File: src/rtl/tdm_cascade_pkg.sv
// Shared definitions for the cascadable TDM output port.
// Assumes: exactly two own channels (left, right) per device.
package tdm_cascade_pkg;

    // Slot alignment relative to the frame edge.
    typedef enum logic {
        ALIGN_MSB = 1'b0,
        ALIGN_I2S = 1'b1
    } tdm_align_e;

    // Number of slots each device fills with its own words.
    localparam int OWN_SLOTS = 2;

endpackage

File: src/rtl/tdm_pin_sync.sv
// Brings the bit clock, frame clock and chain data into the core clock
// domain through a STAGES-deep register chain and derives single-cycle
// rising and falling bit-clock events. All three pins travel together,
// so data and frame clock line up with the bit-clock edge they belong to.
// Assumes: the core clock runs at least 4x the bit clock.
module tdm_pin_sync #(
    parameter int STAGES = 2
) (
    input  logic clk,
    input  logic rst_n,
    input  logic bit_clk,
    input  logic frame_clk,
    input  logic data_in,
    output logic bck_rise,
    output logic bck_fall,
    output logic frame_s,
    output logic data_s
);

    localparam int PINS = 3;

    logic [STAGES-1:0][PINS-1:0] stg;
    logic [PINS-1:0]             raw;
    logic [PINS-1:0]             last;
    logic                        bck_q;

    assign raw  = {data_in, frame_clk, bit_clk};
    assign last = stg[STAGES-1];

    // Synchronizer chain: one stage or a shifted stack, chosen by STAGES.
    generate
        if (STAGES == 1) begin : g_single
            always_ff @(posedge clk) begin
                if (!rst_n) stg <= '0;
                else        stg <= raw;
            end
        end else begin : g_multi
            always_ff @(posedge clk) begin
                if (!rst_n) stg <= '0;
                else        stg <= {stg[STAGES-2:0], raw};
            end
        end
    endgenerate

    // Previous synchronized bit clock, for edge detection.
    always_ff @(posedge clk) begin
        if (!rst_n) bck_q <= 1'b0;
        else        bck_q <= last[0];
    end

    assign bck_rise = last[0] & ~bck_q;
    assign bck_fall = ~last[0] & bck_q;
    assign frame_s  = last[1];
    assign data_s   = last[2];

endmodule

File: src/rtl/tdm_frame_timer.sv
// Finds the frame start (frame clock sampled high after low on a bit-clock
// rise) and counts bit positions in the frame. The counter wraps at the
// frame length and restarts on every frame start. A sticky flag records
// that framing has been seen since reset.
// Assumes: frame length is a power of two.
module tdm_frame_timer #(
    parameter int CNT_W = 8
) (
    input  logic             clk,
    input  logic             rst_n,
    input  logic             rise,
    input  logic             frame_s,
    output logic             frame_start,
    output logic [CNT_W-1:0] pos_cnt,
    output logic             framed
);

    logic frame_prev;

    assign frame_start = rise & frame_s & ~frame_prev;

    // Position counter, previous frame level and framed flag.
    always_ff @(posedge clk) begin
        if (!rst_n) begin
            pos_cnt    <= '0;
            frame_prev <= 1'b0;
            framed     <= 1'b0;
        end else if (rise) begin
            frame_prev <= frame_s;
            pos_cnt    <= frame_start ? '0 : pos_cnt + 1'b1;
            if (frame_start) framed <= 1'b1;
        end
    end

    a_r1_start_zero: assert property (@(posedge clk) disable iff (!rst_n)
        frame_start |=> (pos_cnt == '0));

    a_r8_framed_sticky: assert property (@(posedge clk) disable iff (!rst_n)
        framed |=> framed);

endmodule

File: src/rtl/tdm_relay_line.sv
// Fixed delay line for the upstream TDM stream: one bit enters on each
// bit-clock rise and leaves DEPTH rises later.
// Assumes: DEPTH >= 2.
module tdm_relay_line #(
    parameter int DEPTH = 64
) (
    input  logic clk,
    input  logic rst_n,
    input  logic shift,
    input  logic din,
    output logic tap
);

    logic [DEPTH-1:0] line_q;

    // Shift register advanced once per bit clock.
    always_ff @(posedge clk) begin
        if (!rst_n)     line_q <= '0;
        else if (shift) line_q <= {line_q[DEPTH-2:0], din};
    end

    assign tap = line_q[DEPTH-1];

endmodule

File: src/rtl/tdm_cascade_port.sv
// Cascadable slave TDM output port. It writes its own left/right words
// into slots 0 and 1 and relays the upstream stream two slots later.
// The output register updates on detected bit-clock falling edges.
// Assumes: DATA_W < SLOT_W, and SLOT_W and NUM_SLOTS are powers of two.
module tdm_cascade_port
    import tdm_cascade_pkg::*;
#(
    parameter int DATA_W      = 24,
    parameter int SLOT_W      = 32,
    parameter int NUM_SLOTS   = 8,
    parameter int SYNC_STAGES = 2
) (
    input  logic              clk,
    input  logic              rst_n,
    input  logic              bit_clk,
    input  logic              frame_clk,
    input  logic              chain_in,
    input  logic              align_i2s,
    input  logic [DATA_W-1:0] left_word,
    input  logic [DATA_W-1:0] right_word,
    output logic              chain_out
);

    localparam int FRAME_W = SLOT_W * NUM_SLOTS;
    localparam int CNT_W   = $clog2(FRAME_W);
    localparam int BIT_W   = $clog2(SLOT_W);
    localparam int SLOT_IW = CNT_W - BIT_W;
    localparam int WIDX_W  = $clog2(DATA_W);
    localparam int RELAY_D = OWN_SLOTS * SLOT_W;

    logic               bck_rise, bck_fall, frame_s, data_s;
    logic               frame_start, framed, relay_bit;
    logic [CNT_W-1:0]   pos_cnt, pos;
    logic [SLOT_IW-1:0] slot;
    logic [BIT_W-1:0]   bitn;
    logic [WIDX_W-1:0]  widx;
    logic [DATA_W-1:0]  hold_l, hold_r, word;
    logic               own_slot, in_data, own_bit, next_bit;
    tdm_align_e         align;

    tdm_pin_sync #(.STAGES(SYNC_STAGES)) u_sync (
        .clk       (clk),
        .rst_n     (rst_n),
        .bit_clk   (bit_clk),
        .frame_clk (frame_clk),
        .data_in   (chain_in),
        .bck_rise  (bck_rise),
        .bck_fall  (bck_fall),
        .frame_s   (frame_s),
        .data_s    (data_s)
    );

    tdm_frame_timer #(.CNT_W(CNT_W)) u_timer (
        .clk         (clk),
        .rst_n       (rst_n),
        .rise        (bck_rise),
        .frame_s     (frame_s),
        .frame_start (frame_start),
        .pos_cnt     (pos_cnt),
        .framed      (framed)
    );

    tdm_relay_line #(.DEPTH(RELAY_D)) u_relay (
        .clk   (clk),
        .rst_n (rst_n),
        .shift (bck_rise),
        .din   (data_s),
        .tap   (relay_bit)
    );

    // Own words are captured at the frame edge only.
    always_ff @(posedge clk) begin
        if (!rst_n) begin
            hold_l <= '0;
            hold_r <= '0;
        end else if (frame_start) begin
            hold_l <= left_word;
            hold_r <= right_word;
        end
    end

    // Slot/bit decode with optional one-bit alignment delay.
    always_comb begin
        align    = tdm_align_e'(align_i2s);
        pos      = pos_cnt - ((align == ALIGN_I2S) ? CNT_W'(1) : CNT_W'(0));
        slot     = pos[CNT_W-1:BIT_W];
        bitn     = pos[BIT_W-1:0];
        own_slot = slot < SLOT_IW'(OWN_SLOTS);
        in_data  = {1'b0, bitn} < (BIT_W+1)'(DATA_W);
        widx     = WIDX_W'(DATA_W - 1 - int'(bitn));
        word     = slot[0] ? hold_r : hold_l;
        own_bit  = in_data ? word[widx] : 1'b0;
        next_bit = framed ? (own_slot ? own_bit : relay_bit) : 1'b0;
    end

    // Serial output register, updated on bit-clock falling edges.
    always_ff @(posedge clk) begin
        if (!rst_n)        chain_out <= 1'b0;
        else if (bck_fall) chain_out <= next_bit;
    end

    a_r8_reset_low: assert property (@(posedge clk)
        !rst_n |=> (chain_out == 1'b0));

    a_r7_change_on_fall: assert property (@(posedge clk) disable iff (!rst_n)
        !bck_fall |=> $stable(chain_out));

    a_r2_pad_zero: assert property (@(posedge clk) disable iff (!rst_n)
        (bck_fall && framed && own_slot && !in_data) |=> (chain_out == 1'b0));

    a_r6_hold_stable: assert property (@(posedge clk) disable iff (!rst_n)
        !frame_start |=> ($stable(hold_l) && $stable(hold_r)));

endmodule

File: config.mk
export PLATFORM = sky130hd
export DESIGN_NAME = tdm_cascade_port
export DESIGN_NICKNAME = d
export VERILOG_FILES = /design/src/rtl/tdm_cascade_pkg.sv /design/src/rtl/tdm_pin_sync.sv /design/src/rtl/tdm_frame_timer.sv /design/src/rtl/tdm_relay_line.sv /design/src/rtl/tdm_cascade_port.sv
export SDC_FILE = /design/constraint.sdc
export NUM_CORES = 1
export LEC_CHECK = 0
export BUFFER_PORTS_ARGS = -buffer_cell sky130_fd_sc_hd__buf_2
export CAP_MARGIN = 20
export CORE_MARGIN = 5
export CORE_UTILIZATION = 46
export CTS_CLUSTER_SIZE = 16
export DETAILED_ROUTE_END_ITERATION = 16
export PLACE_DENSITY = 0.67
export SLEW_MARGIN = 20
export SYNTH_ARGS = -nofsm -noshare
export SYNTH_HDL_FRONTEND = slang
export SYNTH_SLANG_ARGS = --single-unit
export TNS_END_PERCENT = 5
File: constraint.sdc
create_clock -name clk -period 3.3 [get_ports clk]
set_clock_uncertainty 0.05 [all_clocks]
set_input_delay 0.66 -clock clk [delete_from_list [all_inputs] [get_ports clk]]
set_output_delay 0.66 -clock clk [all_outputs]
set_load 0.01 [all_outputs]
=== Word level (Yosys, flattened, before mapping) ===
Cells that the tools add are included.

* Bits in registers: 130
* Output and inout bits: 1
* Word-level logic and storage cells: 32

* Add/subtract/negate cells: 3
* Magnitude comparators: 3
* Multiplexer cells: 8
* Bitwise gates (word level): 7
* Reductions and logical operators: 1

{| class="wikitable"
|+ Operators with widths
! operator !! count
|-
| two-way mux 24 bit || 1
|-
| adder 8 x 1 -> 8 bit, second input constant || 1
|-
| two-way mux 8 bit || 1
|-
| subtractor 8 x 1 -> 8 bit || 1
|-
| < comparator 5 x 6 -> 1 bit, second input constant || 1
|-
| binary-select mux 1 bit (select 5 bit) || 1
|-
| < comparator 5 bit, second input constant || 1
|-
| two-way mux 1 bit || 5
|-
| subtractor 5 bit, first input constant || 1
|-
| bitwise AND 1 bit || 4
|-
| < comparator 3 x 2 -> 1 bit, second input constant || 1
|-
| inverter 1 bit || 3
|-
| AND reduction 2 bit || 1
|}

=== Depth between registers and ports, before layout ===
* Word-level depth: 8
* Gate-level depth with buffers: 12
* Depth with buffers taken out: 11

=== Cells and area by module ===
From an unflattened synthesis, not the netlist that was laid out.

* Cell total of the unflattened synthesis: 573
* Area total of the unflattened synthesis: 5904.4 sq um

{| class="wikitable"
|+ Modules (own cells, without submodules)
! module !! times used !! cells an instance !! area each (sq um) !! sequential area each (sq um)
|-
| tdm_cascade_port || 1 || 305 || 2827.7 || 980.9
|-
| tdm_relay_line || 1 || 206 || 2451.1 || 1281.2
|-
| tdm_frame_timer || 1 || 46 || 429.2 || 200.2
|-
| tdm_pin_sync || 1 || 16 || 196.4 || 140.1
|}

=== Worst setup path after synthesis ===
Ideal clock, no wire load.

* Path kind: input to register
* Start: input align_i2s
* End: register chain_out
* Library setup time: 129 ps
* Data arrival time: 2752 ps
* Slack: 369 ps
* Stages on the path: 8
* Buffers on the path: 1
* Path through: ha_1 -> ha_1 -> buf_2 -> xnor2_2 -> mux4_4 -> mux4_1 -> o211ai_1 -> o32ai_2

* Cells in the longest elaborated chain, start to end: 8
* Elaborated cells on any way between the ends: 11

{| class="wikitable"
|+ Ends and longest elaborated chain
! what !! RTL line !! source
|-
| from (decl) || tdm_cascade_port.sv:18 || <nowiki>input logic align_i2s,</nowiki>
|-
| two-way mux 1 bit * || tdm_cascade_port.sv:85 || <nowiki>pos = pos_cnt - ((align == ALIGN_I2S) ? CNT_W'(1) : CNT_W'(0));</nowiki>
|-
| subtractor 8 x 1 -> 8 bit * || tdm_cascade_port.sv:85 ||
|-
| subtractor 5 bit / two-way mux 24 bit (equally long branches) || tdm_cascade_port.sv:90, tdm_cascade_port.sv:91 ||
|-
| binary-select mux 1 bit (select 5 bit) || tdm_cascade_port.sv:92 || <nowiki>own_bit = in_data ? word[widx] : 1'b0;</nowiki>
|-
| two-way mux 1 bit (implied by the code) || tdm_cascade_port.sv:92 ||
|-
| two-way mux 1 bit || tdm_cascade_port.sv:92 ||
|-
| two-way mux 1 bit * (2 in a row) || tdm_cascade_port.sv:93 || <nowiki>next_bit = framed ? (own_slot ? own_bit : relay_bit) : 1'b0;</nowiki>
|-
| to (signal assigned) || tdm_cascade_port.sv:99 || <nowiki>else if (bck_fall) chain_out <= next_bit;</nowiki>
|-
| to (decl) || tdm_cascade_port.sv:21 || <nowiki>output logic chain_out</nowiki>
|}

Every way passes the cells marked *; elsewhere a longest branch is shown, timed or not. The select of a mux whose other input is x is not followed.
A chain may end at the register's enable or synchronous reset.

=== Worst setup path after layout ===
* Start: register u_timer.pos_cnt[0]
* End: register chain_out

* Cells in the longest elaborated chain, start to end: 7
* Elaborated cells on any way between the ends: 10

{| class="wikitable"
|+ Ends and longest elaborated chain
! what !! RTL line !! source
|-
| from (decl) || tdm_frame_timer.sv:14 || <nowiki>output logic [CNT_W-1:0] pos_cnt,</nowiki>
|-
| from (signal assigned) || tdm_frame_timer.sv:30 || <nowiki>pos_cnt <= frame_start ? '0 : pos_cnt + 1'b1;</nowiki>
|-
| subtractor 8 x 1 -> 8 bit * || tdm_cascade_port.sv:85 ||
|-
| subtractor 5 bit / two-way mux 24 bit (equally long branches) || tdm_cascade_port.sv:90, tdm_cascade_port.sv:91 ||
|-
| binary-select mux 1 bit (select 5 bit) || tdm_cascade_port.sv:92 ||
|-
| two-way mux 1 bit (implied by the code) || tdm_cascade_port.sv:92 ||
|-
| two-way mux 1 bit || tdm_cascade_port.sv:92 ||
|-
| two-way mux 1 bit * (2 in a row) || tdm_cascade_port.sv:93 ||
|}

Marks and branches as above.

==> flow_metrics.tcl <==
set metrics [dict create \
    period_minus_slack_ps 2760 \
    antenna_found_initial 0 \
    grt_pass1_wl_um 20000 \
    worst_path_max_delay_cell "mux4_1" \
    finalSetupTns_ps 0 \
    die_y_um 119 \
    drtIter0Drc 222 \
    crit_required_ps 3540 \
    grt_pass1_vias 4340 \
    finalHoldViolCount 0 \
    clock_latency_ps 420 \
    die-area_sq_mm 0.0141 \
    avgSynthCellArea_sq_um 8.05 \
    start_kind "flip-flop" \
    cp_data_arrival_time_ps 3000 \
    drive_gt1_frac 0.160 \
    whs_ps 395 \
    synth-seq-area-share 0.480 \
    critPathMaxFanout 7 \
    postCtsSetupBuffers 0 \
    grt.total_usage 0.171 \
    ios 55 \
    rows 39 \
    wl_met1_um 5050 \
    cts_tree "yes" \
    cts_buffers 17 \
    clock_sinks 130 \
    root_buffer "clkbuf_16" \
    nets 768 \
    clock_path_buffers 2 \
    synth_nets 732 \
    ctsResizeCount 0 \
    ant_nets 0 \
    syn_inst 674 \
    worst_pin_slew_ps 928 \
    top_layer "met4" \
    area_growth_pct 15.9 \
    p_leak_nw 2.19 \
    cts_hold_buf 0 \
    core_sq_mm 0.0115 \
    maxSlewViolCount 0 \
    synthFlopType "dfxtp_1" \
    drt-vias-per-instance 5.23 \
    drc 0 \
    ir_drop_mv 0.411 \
    syn_area_sq_mm 0.00543 \
    endpoint_kind "flip-flop" \
    drv_cap 0 \
    crit_type "flip-flop to flip-flop" \
    outcome "finished clean" \
    wl_met3_um 444 \
    diodes 0 \
    path_clk_slew_ps 60 \
    io_buffers 54 \
    period_share 0.836 \
    setup_viol 0 \
    max_stage_delay_ps 500 \
    grt_overflow 0 \
    async_reset_ff_frac 0 \
    slew-limit-headroom 0.381 \
    synth_top_area_cell "dfxtp_1" \
    initial_utilization 0.473 \
    critical_path.cell_chain "inv_1 -> ha_1 -> ha_1 -> xnor2_2 -> mux4_4 -> mux4_1 -> o211ai_1 -> o32ai_2" \
    cpMostUsedCell "ha_1" \
    htreeDepth 4 \
    yosys.cell_types.count 59 \
    cellPowerDensity_mw_per_mm2 554 \
    netlist.area_leader.share 0.480 \
    yosys_warnings 0 \
    ys_top_cells_by_area "dfxtp_1 (48%), nand2_1 (17%), a21oi_1 (11%), clkbuf_1 (2.8%), mux4_1 (1.9%)" \
    detail_route.wl_per_cell_um 13.6 \
    dr_wl_met2_um 6160 \
    synth_enable_flop_cells 0 \
    dpl.hpwl_um 8010 \
    grt_max_degree 67 \
    fmaxAchievable_ghz 0.362 \
    die_w_um 119 \
    rsz0062_at_grt "false" \
    wl_um 11800 \
    drtPass1Iterations 5 \
    hp-class "flip-flop to flip-flop" \
    synth_seq_cells 130 \
    vias 4530 \
    gp_congestion 0.876 \
]
-- synth_stat cells (4+ instances only) --
library cell / n
nand2_1: 241
dfxtp_1: 130
a21oi_1: 119
clkbuf_1: 40
nor2_1: 15
nand2b_1: 12
and2_1: 8
a211oi_1: 7
xor2_1: 7
o21ai_0: 6
buf_6: 5
inv_1: 5
ha_1: 4
mux4_1: 4
o22ai_1: 4
-- metal layers --
metal,track usage,vias up
li1,-,2337
met1,0.197,2107
met2,0.304,74
met3,0.0435,12
met4,0.0609,0
met5,0,-
-- final cells by class --
class                           instances  area (sq um)
Fill cell                            1095          5180
Sequential cell                       130          2600
Tap cell                              143           179
Inverter                                6          22.5
Clock buffer                           19           433
Timing Repair Buffer                   67           368
Multi-Input combinational cell        488          2580
Clock inverter                         13           103
-- cell usage in the layout (no fill, tap or decap), drive strengths merged, types with 8 or more instances in the layout --
| cell type | n |
|---|---|
| nor2 | 15 |
| buf | 67 |
| inv | 12 |
| dfxtp | 130 |
| nand2 | 242 |
| nand2b | 12 |
| a21oi | 119 |
| clkbuf | 19 |
| and2 | 8 |
-- critical path: cells and delay by family, from the launching register on --
kind | cells | cell delay, ps
DFF | 1 | 420
muxes | 2 | 980
AOI/OAI and AO/OA | 2 | 310
adders and majority gates | 2 | 480
buffers and inverters | 1 | 70
xor gates and xnor gates | 1 | 340
-- state kept, by name, indices dropped and copies added (netlist names), 3 cells and up --
register,count
hold_l,24
u_timer.pos_cnt,8
u_sync.stg,3
u_relay.line_q,64
u_sync.last,3
hold_r,24
-- worst paths after layout --
check                           from        endpoint  slack (ps)  cells past startpoint
setup / recovery  u_timer.pos_cnt[0]       chain_out         540                      8
hold / removal         u_sync.stg[1]  u_sync.last[1]         390                      1
setup reg to reg  u_timer.pos_cnt[0]       chain_out         540                      8
hold reg to reg        u_sync.stg[1]  u_sync.last[1]         390                      1
-- metrics by stage --
step                       util  total power (W)  setup slack [ps]  std cells  area [sq um]
after detailed placement  0.502          0.00183               224        834          5750
final                     0.548          0.00348               540        866          6290
after floorplan               -          0.00177               369        674          5430
after CTS                 0.548          0.00352               538        866          6290
after global placement    0.502          0.00183               284        834          5750
after global routing      0.548          0.00361               390        866          6290
-- cell families after synthesis --
family | synth area share
AOI/OAI and AO/OA | 0.176
and+or+nand+nor | 0.236
adders and majority gates | 0.00923
DFF | 0.480
xor gates and xnor gates | 0.0191
buffers and inverters | 0.0475
muxes | 0.0323
-- where the power goes --
part	leakage [nW]	switching [W]	internal, W
logic	0.895	0.000125	0.0000867
registers	1.05	0.00000645	0.00158
clock network	0.249	0.000716	0.000971
total	2.19	0.000848	0.00264
Power figures use the tool's default switching activity.
